File: src/rtl/cla_pkg.sv
package cla_pkg;

  localparam int unsigned GRP_BITS = 4;
  localparam int unsigned BLK_BITS = 16;

  // Summary "this slice creates a carry on its own".
  function automatic logic grp_gen(input logic [GRP_BITS-1:0] g,
                                   input logic [GRP_BITS-1:0] p);
    logic acc;
    logic term;
    acc = 1'b0;
    for (int j = 0; j < GRP_BITS; j++) begin
      term = g[j];
      for (int m = j + 1; m < GRP_BITS; m++) term = term & p[m];
      acc = acc | term;
    end
    return acc;
  endfunction

  // Summary "an incoming carry passes straight through this slice".
  function automatic logic grp_prop(input logic [GRP_BITS-1:0] p);
    return &p;
  endfunction

endpackage

File: src/rtl/cla_lookahead.sv
// Flat sum-of-products lookahead: carry into each of N positions and the
// carry out, all from the local g/p terms and one carry input.
module cla_lookahead #(
  parameter int unsigned N = 4
) (
  input  logic [N-1:0] g,
  input  logic [N-1:0] p,
  input  logic         cin,
  output logic [N-1:0] c,
  output logic         co
);

  logic [N:0] c_all;

  always_comb begin
    logic acc;
    logic term;
    for (int k = 0; k <= N; k++) begin
      term = cin;
      for (int m = 0; m < k; m++) term = term & p[m];
      acc = term;
      for (int j = 0; j < k; j++) begin
        term = g[j];
        for (int m = j + 1; m < k; m++) term = term & p[m];
        acc = acc | term;
      end
      c_all[k] = acc;
    end
  end

  assign c  = c_all[N-1:0];
  assign co = c_all[N];

  always_comb begin
    for (int k = 1; k < N; k++) begin
      if (g[k-1]) begin
        AST_LAH_GEN: assert (c[k] == 1'b1);
      end
      if (!g[k-1] && !p[k-1]) begin
        AST_LAH_KILL: assert (c[k] == 1'b0);
      end
    end
  end

endmodule

File: src/rtl/cla_pg_stage.sv
// Per-bit generate/propagate and 4-bit group summaries.
module cla_pg_stage #(
  parameter int unsigned WIDTH = 32
) (
  input  logic [WIDTH-1:0]            a,
  input  logic [WIDTH-1:0]            b,
  output logic [WIDTH-1:0]            g,
  output logic [WIDTH-1:0]            p,
  output logic [WIDTH/cla_pkg::GRP_BITS-1:0] gg,
  output logic [WIDTH/cla_pkg::GRP_BITS-1:0] gp
);

  localparam int unsigned GB = cla_pkg::GRP_BITS;
  localparam int unsigned NG = WIDTH / GB;

  assign g = a & b;
  assign p = a ^ b;

  for (genvar i = 0; i < NG; i++) begin : g_grp
    assign gg[i] = cla_pkg::grp_gen(g[i*GB +: GB], p[i*GB +: GB]);
    assign gp[i] = cla_pkg::grp_prop(p[i*GB +: GB]);
  end

endmodule

File: src/rtl/cla_carry_tree.sv
// Levels two and three: group summaries -> block summaries -> top lookahead,
// then block carries fanned back down to every group.
module cla_carry_tree #(
  parameter int unsigned NG = 8
) (
  input  logic [NG-1:0] grp_g,
  input  logic [NG-1:0] grp_p,
  input  logic          cin,
  output logic [NG-1:0] grp_c,
  output logic          cout
);

  localparam int unsigned GB = cla_pkg::GRP_BITS;
  localparam int unsigned NB = NG / GB;

  logic [NB-1:0] blk_g;
  logic [NB-1:0] blk_p;
  logic [NB-1:0] blk_c;
  logic [NB-1:0] blk_co;

  for (genvar bk = 0; bk < NB; bk++) begin : g_blk
    assign blk_g[bk] = cla_pkg::grp_gen(grp_g[bk*GB +: GB], grp_p[bk*GB +: GB]);
    assign blk_p[bk] = cla_pkg::grp_prop(grp_p[bk*GB +: GB]);

    cla_lookahead #(.N(GB)) u_l2 (
      .g   (grp_g[bk*GB +: GB]),
      .p   (grp_p[bk*GB +: GB]),
      .cin (blk_c[bk]),
      .c   (grp_c[bk*GB +: GB]),
      .co  (blk_co[bk])
    );
  end

  cla_lookahead #(.N(NB)) u_l3 (
    .g   (blk_g),
    .p   (blk_p),
    .cin (cin),
    .c   (blk_c),
    .co  (cout)
  );

  always_comb begin
    for (int k = 0; k + 1 < NB; k++) begin
      AST_BLK_HANDOFF: assert (blk_co[k] == blk_c[k+1]);
    end
    AST_BLK_TOP: assert (blk_co[NB-1] == cout);
  end

endmodule

File: src/rtl/cla_sum_stage.sv
// Level one downward pass: carries inside each group and the sum bits.
module cla_sum_stage #(
  parameter int unsigned WIDTH = 32
) (
  input  logic [WIDTH-1:0]                   g,
  input  logic [WIDTH-1:0]                   p,
  input  logic [WIDTH/cla_pkg::GRP_BITS-1:0] grp_c,
  output logic [WIDTH-1:0]                   sum,
  output logic                               top_co
);

  localparam int unsigned GB = cla_pkg::GRP_BITS;
  localparam int unsigned NG = WIDTH / GB;

  logic [WIDTH-1:0] bit_c;
  logic [NG-1:0]    grp_co;

  for (genvar i = 0; i < NG; i++) begin : g_grp
    cla_lookahead #(.N(GB)) u_l1 (
      .g   (g[i*GB +: GB]),
      .p   (p[i*GB +: GB]),
      .cin (grp_c[i]),
      .c   (bit_c[i*GB +: GB]),
      .co  (grp_co[i])
    );
  end

  assign sum    = p ^ bit_c;
  assign top_co = grp_co[NG-1];

  always_comb begin
    for (int i = 0; i + 1 < NG; i++) begin
      AST_GRP_HANDOFF: assert (grp_co[i] == grp_c[i+1]);
    end
  end

endmodule

File: src/rtl/cla_adder.sv
module cla_adder #(
  parameter int unsigned WIDTH    = 32,
  parameter bit          PIPELINE = 1'b1
) (
  input  logic             clk,
  input  logic             rst_n,
  input  logic             in_valid,
  input  logic [WIDTH-1:0] a,
  input  logic [WIDTH-1:0] b,
  input  logic             cin,
  output logic             out_valid,
  output logic [WIDTH-1:0] sum,
  output logic             cout
);

  localparam int unsigned NG = WIDTH / cla_pkg::GRP_BITS;

  if ((WIDTH % cla_pkg::BLK_BITS) != 0 || WIDTH < 16 || WIDTH > 64) begin : g_bad_width
    $error("cla_adder: WIDTH must be 16, 32, 48 or 64");
  end

  // Stage 1: per-bit terms and group summaries.
  logic [WIDTH-1:0] s1_g, s1_p;
  logic [NG-1:0]    s1_gg, s1_gp;

  cla_pg_stage #(.WIDTH(WIDTH)) u_pg (
    .a  (a),
    .b  (b),
    .g  (s1_g),
    .p  (s1_p),
    .gg (s1_gg),
    .gp (s1_gp)
  );

  // Cut point.
  logic [WIDTH-1:0] s2_g, s2_p;
  logic [NG-1:0]    s2_gg, s2_gp;
  logic             s2_cin;

  if (PIPELINE) begin : g_pipe
    logic             valid_q, valid_d;
    logic             load_en;
    logic [WIDTH-1:0] g_q, p_q;
    logic [NG-1:0]    gg_q, gp_q;
    logic             cin_q;

    always_comb begin
      valid_d = in_valid;
      load_en = in_valid;
    end

    always_ff @(posedge clk or negedge rst_n) begin
      if (!rst_n) valid_q <= 1'b0;
      else        valid_q <= valid_d;
    end

    always_ff @(posedge clk) begin
      if (load_en) begin
        g_q   <= s1_g;
        p_q   <= s1_p;
        gg_q  <= s1_gg;
        gp_q  <= s1_gp;
        cin_q <= cin;
      end
    end

    assign s2_g      = g_q;
    assign s2_p      = p_q;
    assign s2_gg     = gg_q;
    assign s2_gp     = gp_q;
    assign s2_cin    = cin_q;
    assign out_valid = valid_q;

    AST_VALID_FOLLOWS: assert property (@(posedge clk) disable iff (!rst_n)
      in_valid |=> out_valid);
    AST_VALID_IDLE: assert property (@(posedge clk) disable iff (!rst_n)
      !in_valid |=> !out_valid);
    AST_RESULT_EXACT: assert property (@(posedge clk) disable iff (!rst_n)
      out_valid |-> ({cout, sum} == ({1'b0, $past(a)} + {1'b0, $past(b)}
                                     + {{WIDTH{1'b0}}, $past(cin)})));
  end else begin : g_comb
    assign s2_g      = s1_g;
    assign s2_p      = s1_p;
    assign s2_gg     = s1_gg;
    assign s2_gp     = s1_gp;
    assign s2_cin    = cin;
    assign out_valid = in_valid;
  end

  // Stage 2: upper lookahead levels and sum formation.
  logic [NG-1:0] grp_c;
  logic          tree_co;
  logic          grp_top_co;

  cla_carry_tree #(.NG(NG)) u_tree (
    .grp_g (s2_gg),
    .grp_p (s2_gp),
    .cin   (s2_cin),
    .grp_c (grp_c),
    .cout  (tree_co)
  );

  cla_sum_stage #(.WIDTH(WIDTH)) u_sum (
    .g      (s2_g),
    .p      (s2_p),
    .grp_c  (grp_c),
    .sum    (sum),
    .top_co (grp_top_co)
  );

  assign cout = tree_co;

  always_comb begin
    AST_COUT_PATHS: assert (grp_top_co == tree_co);
  end

endmodule

File: config.mk
export PLATFORM = sky130hd
export DESIGN_NAME = cla_adder
export DESIGN_NICKNAME = d
export VERILOG_FILES = /design/src/rtl/cla_pkg.sv /design/src/rtl/cla_lookahead.sv /design/src/rtl/cla_pg_stage.sv /design/src/rtl/cla_carry_tree.sv /design/src/rtl/cla_sum_stage.sv /design/src/rtl/cla_adder.sv
export SDC_FILE = /design/constraint.sdc
export NUM_CORES = 1
export LEC_CHECK = 0
export BUFFER_PORTS_ARGS = -buffer_cell sky130_fd_sc_hd__buf_4
export CORE_MARGIN = 2
export CORE_UTILIZATION = 54
export CTS_CLUSTER_DIAMETER = 150
export DETAILED_ROUTE_END_ITERATION = 12
export GPL_TIMING_DRIVEN = 0
export PLACE_DENSITY_LB_ADDON = 0.2
export SYNTH_ARGS = -nofsm -noshare
export SYNTH_HDL_FRONTEND = slang
export SYNTH_SLANG_ARGS = --single-unit
File: constraint.sdc
create_clock -name clk -period 3.4 [get_ports clk]
set_input_delay 0.34 -clock clk [delete_from_list [all_inputs] [get_ports clk]]
set_output_delay 0.34 -clock clk [all_outputs]
set_load 0.005 [all_outputs]
* Word level (Yosys, flattened, before mapping) *
Cells that the tools add are included.

storage, ports and cells
  bits in registers = 81
  bits of input ports = 68
  output and inout bits = 34
  logic and storage cells = 229

operators by class
  reductions and logical operators = 10
  bitwise logic cells = 213

operators with widths
  kind               count
  $and A1 B1 Y1      117
  $or A1 B1 Y1       93
  $xor A32 B32 Y32   2
  $reduce_and A4 Y1  10
  $and A32 B32 Y32   1

* Depth between registers and ports, before layout *
  depth after elaboration = 20
  mapped depth = 9
  depth with buffers taken out = 9

* By module *
From an unflattened synthesis, not the netlist that was laid out.

second synthesis, totals
  cell total of the unflattened synthesis = 260
  area total of the unflattened synthesis = 3,897.5 µm²

by module, submodules not included
  module                                    instances  area an instance (µm²)  cells each  seq. area each (µm²)
  cla_adder                                 1          2,457.4                 82          2,457.4
  cla_pg_stage                              1          620.6                   72          0.0
  cla_lookahead at u_sum.g_grp[0].u_l1 ...  10         46.3                    6           0.0
  cla_sum_stage                             1          280.3                   32          0.0
  cla_carry_tree                            1          53.8                    11          0.0
  cla_lookahead at u_tree.u_l3              1          22.5                    3           0.0

* Least setup slack after synthesis *
No wires, ideal clock.

  path type = reg-to-output
  start point = register g_pipe.cin_q
  end point = output sum[31]
  path buffers = 0
  stages on the path, launching flop included = 10
  arrival = 1.937 ns
  path slack = 1.123 ns
  data required time = 3.060 ns
  cells stage by stage = edfxtp_1 > a211oi_2 > nor2_1 > a41o_1 > a21o_1 > ha_1 > o21a_1 > o21a_1 > nor2_1 > xnor2_1

between the ends
  longest elaborated chain between the ends = 15

RTL lines
  what                         RTL line             source
  start, declared              cla_adder.sv:45      logic cin_q;
  start signal, assigned       cla_adder.sv:63      cin_q <= cin;
  $and A1 B1 Y1                cla_lookahead.sv:20  for (int m = 0; m < k; m++) term = term & p[m];
  $or A1 B1 Y1                 cla_lookahead.sv:25  acc = acc | term;
  $and A1 B1 Y1                cla_lookahead.sv:20
  $and A1 B1 Y1 (2 in series)  n/a
  $or A1 B1 Y1 (3 in series)   cla_lookahead.sv:25
  $and A1 B1 Y1                cla_lookahead.sv:20
  $and A1 B1 Y1 (2 in series)  n/a
  $or A1 B1 Y1 (3 in series)   cla_lookahead.sv:25
  $xor A32 B32 Y32             cla_sum_stage.sv:28  assign sum = p ^ bit_c;
  end, declared                cla_adder.sv:12      output logic [WIDTH-1:0] sum,

Every way passes these cells.

* Final worst setup path *
Ends and elaborated chain as after synthesis.

==> impl_metrics.tcl <==
set metrics [dict create \
    detailedRoute.firstIterationViolations 121 \
    num-nets-final 455 \
    fillers 449 \
    io-pin-count 102 \
    status "finished, final reports clean" \
    timing.critical_path.required_ns 3.06 \
    placement_rows 29 \
    worst_hold_startpoint "cin" \
    vdd.ir_drop.worst_v 0.000286 \
    slew_violations 0 \
    synth_fp_nets 342 \
    power.clock.fraction_pct 27.2 \
    coreArea_sq_um 6240 \
    dr.pass1.iters 4 \
    place_hpwl_mm 4.68 \
    yosys_top_cell_area_share_pct 63.7 \
    worstMarginPinSlew_ns 0.915 \
    criticalPathCategory "flip-flop to primary output" \
    initial_core_utilization_pct 55.1 \
    setup_violating_endpoint_count_in_the_final_report 0 \
    critical-path-max-stage-delay_ns 0.44 \
    power_per_cell_area_nw_per_um2 480 \
    fraction_of_layout_cells_with_a_size_suffix_above_1_pct 33.8 \
    cts_tree "built" \
    ys_seq_elements 74 \
    post-route-period-util_pct 85.6 \
    crit_path_start_kind "flip-flop" \
    combPwrFrac_pct 19.5 \
    antenna_cells_inserted 0 \
    cellLeakagePower_nw 1.85 \
    cts.reportedPaths.clkPinSlew_ns 0.07 \
    power.sequential.fraction_pct 53.3 \
    synth.lib_cells_used.distinct 20 \
    die_width_um 83.8 \
    synthesis.instances 234 \
    yosys-top-cells-area "edfxtp_1, ha_1, o21a_1, nor2_1, nor3_1" \
    grt.total_usage_pct 18.6 \
    num_cts_buffers 9 \
    yosysWarningCount 0 \
    seqCellArea_sq_um 2220 \
    max_slew_margin_pct 39.0 \
    number_of_antenna_violations_at_the_first_check_in_global_routing 0 \
    cp.arrival_ns 2.57 \
    htreeDepth 3 \
    critPathCaptureType "primary output" \
    vias 2274 \
    yosysSeqAreaShare_pct 64.4 \
    grt_pass1_wl_mm 10.3 \
    globalplace.congestion 0.731 \
    cts-root-to-sink-buffers 2 \
    p_sw_share_pct 25.1 \
    worst-path-max-fanout 3 \
    rsz0062_at_grt "no" \
    hp-class "input pin to flip-flop" \
    drt-vias-per-instance 5.30 \
    routed_wirelength_mm 6.12 \
    min_path_cells 1 \
    route.detailed.drc 0 \
    grt_start_max_net_pins 75 \
    clock_sinks 74 \
    fmax_mhz 343 \
    postSynthAreaPerCell_sq_um 14.7 \
    root_buffer "clkbuf_8" \
    critPathSlowestCell "edfxtp_1" \
    antenna_violating_nets_post_route 0 \
    syn2layout_area_growth_pct 30.1 \
    synth_area_sq_um 3440 \
    hold_viol 0 \
    worst_case_setup_slack_after_placement_ns 0.829 \
    total_switching_power_mw 0.538 \
    synth.largest_area_cell "edfxtp_1" \
    crit_buf_inv 1 \
    intPower_mw 1.61 \
    hold_ep "g_pipe.cin_q" \
    layout_setup_ws_ns 0.488 \
    port-buffer-count 101 \
    floorplan.die_area_sq_um 7030 \
    overflow 0 \
    cp_top_family "compound AO/OA/AOI/OAI gates" \
    multi_input_comb_area_sq_um 1220 \
    dieHeight_um 83.8 \
    post_cts_resize_count 0 \
    maxCapViolations 0 \
    setup_tns_ns 0 \
    wl_per_cell_um 14.3 \
    worstPathCellList "a211oi_2 > nor2_1 > a41o_1 > a21o_1 > ha_1 > o21a_1 > o21a_1 > nor2_1 > xnor2_1 > buf_4" \
    via_count_of_the_first_global_routing_pass 2435 \
    min_period_ns 2.91 \
]
## area by class of cell
class,instances,share of cell area (%)
well taps,77,2.15
clock inverters,7,1.03
repair buffers,102,17.2
multi-input cells,160,27.3
clock buffers,9,2.77
flip-flops and latches,74,49.5
## how the worst max path moves through the flow
stage | from | cells after the start | end
floorplan | g_pipe.cin_q | 9 | sum[31]
global route | g_pipe.cin_q | 10 | sum[23]
detailed placement | g_pipe.cin_q | 10 | sum[31]
global placement | g_pipe.cin_q | 10 | sum[31]
finish | g_pipe.cin_q | 10 | sum[31]
CTS | g_pipe.cin_q | 10 | sum[31]
## sequential cells by signal, indices dropped and copies added, names as in the netlist
signal / flops
g_pipe.cin_q: 1
g_pipe.g_q: 24
g_pipe.gg_q: 8
g_pipe.gp_q: 8
g_pipe.p_q: 32
out_valid: 1
## metrics by stage
stage | utilization, % | total power, mW | cell area [sq um] | hold WS, ns | std cells
global placement | 68.8 | 1.57 | 4300 | 0.116 | 412
floorplan | - | 1.34 | 3440 | 0.0444 | 234
finish | 71.7 | 2.15 | 4480 | 0.191 | 429
CTS | 71.7 | 2.17 | 4480 | 0.173 | 429
detailed placement | 68.8 | 1.59 | 4300 | 0.117 | 412
global route | 71.7 | 2.26 | 4480 | 0.171 | 429
## kinds of logic (layout without fill, tap and decap cells)
group	after synthesis	count (layout)	share of synthesized area, %
buffers and inverters	0	118	0
and+or+nand+nor	66	66	10.1
AOI/OAI and AO/OA	46	46	8.87
xor gates and xnor gates	8	8	2.04
DFF	74	74	64.4
adders and majority gates	40	40	14.5
## cells in the mapped netlist
library cell and instances:
edfxtp_1 73, o21ai_1 1, a211oi_2 1, nor2b_1 8, xnor2_1 8, a31o_1 1, and4_1 8, dfrtp_1 1
a21o_2 1, nor2_1 25, nor3_1 16, o21a_1 16, nand2_1 1, a21o_1 5, a21oi_1 10, o21bai_1 1
a41o_1 1, o21ai_0 9, ha_1 40, nand2b_1 8
## per-layer routing
| metal | track usage, % | vias up | share of wire (%) |
|---|---|---|---|
| li1 | - | 1143 | - |
| met1 | 21.7 | 1051 | 41 |
| met2 | 31.9 | 66 | 50 |
| met3 | 5.93 | 14 | 6.8 |
| met4 | 7.48 | 0 | 2.0 |
| met5 | 0 | - | 0 |
## power groups by stage
stage / clock network, mW / logic [mW] / registers [mW]
floorplan: 0 / 0.185 / 1.15
global placement: 0 / 0.413 / 1.16
detailed placement: 0 / 0.422 / 1.17
CTS: 0.598 / 0.427 / 1.14
global route: 0.639 / 0.468 / 1.15
finish: 0.584 / 0.419 / 1.14
## placed cells by master (no fill, tap or decap)
cell type and count:
a211oi_2 1, a21o_1 5, a21o_2 1, a21oi_1 10, a31o_1 1, a41o_1 1, and4_1 8, buf_4 101
clkbuf_8 9, clkinv_2 3, clkinv_4 1, clkinvlp_4 3, dfrtp_1 1, dlygate4sd3_1 1, edfxtp_1 73, ha_1 40
nand2_1 1, nand2b_1 8, nor2_1 25, nor2b_1 8, nor3_1 16, o21a_1 16, o21ai_0 9, o21ai_1 1
o21bai_1 1, xnor2_1 8
## timing repair
item | CTS | global route
endpoints found under the hold margin | 1 | 0
buffers inserted | 0 | 0
hold buffers | 1 | 0
Power figures use the tool's default switching activity.
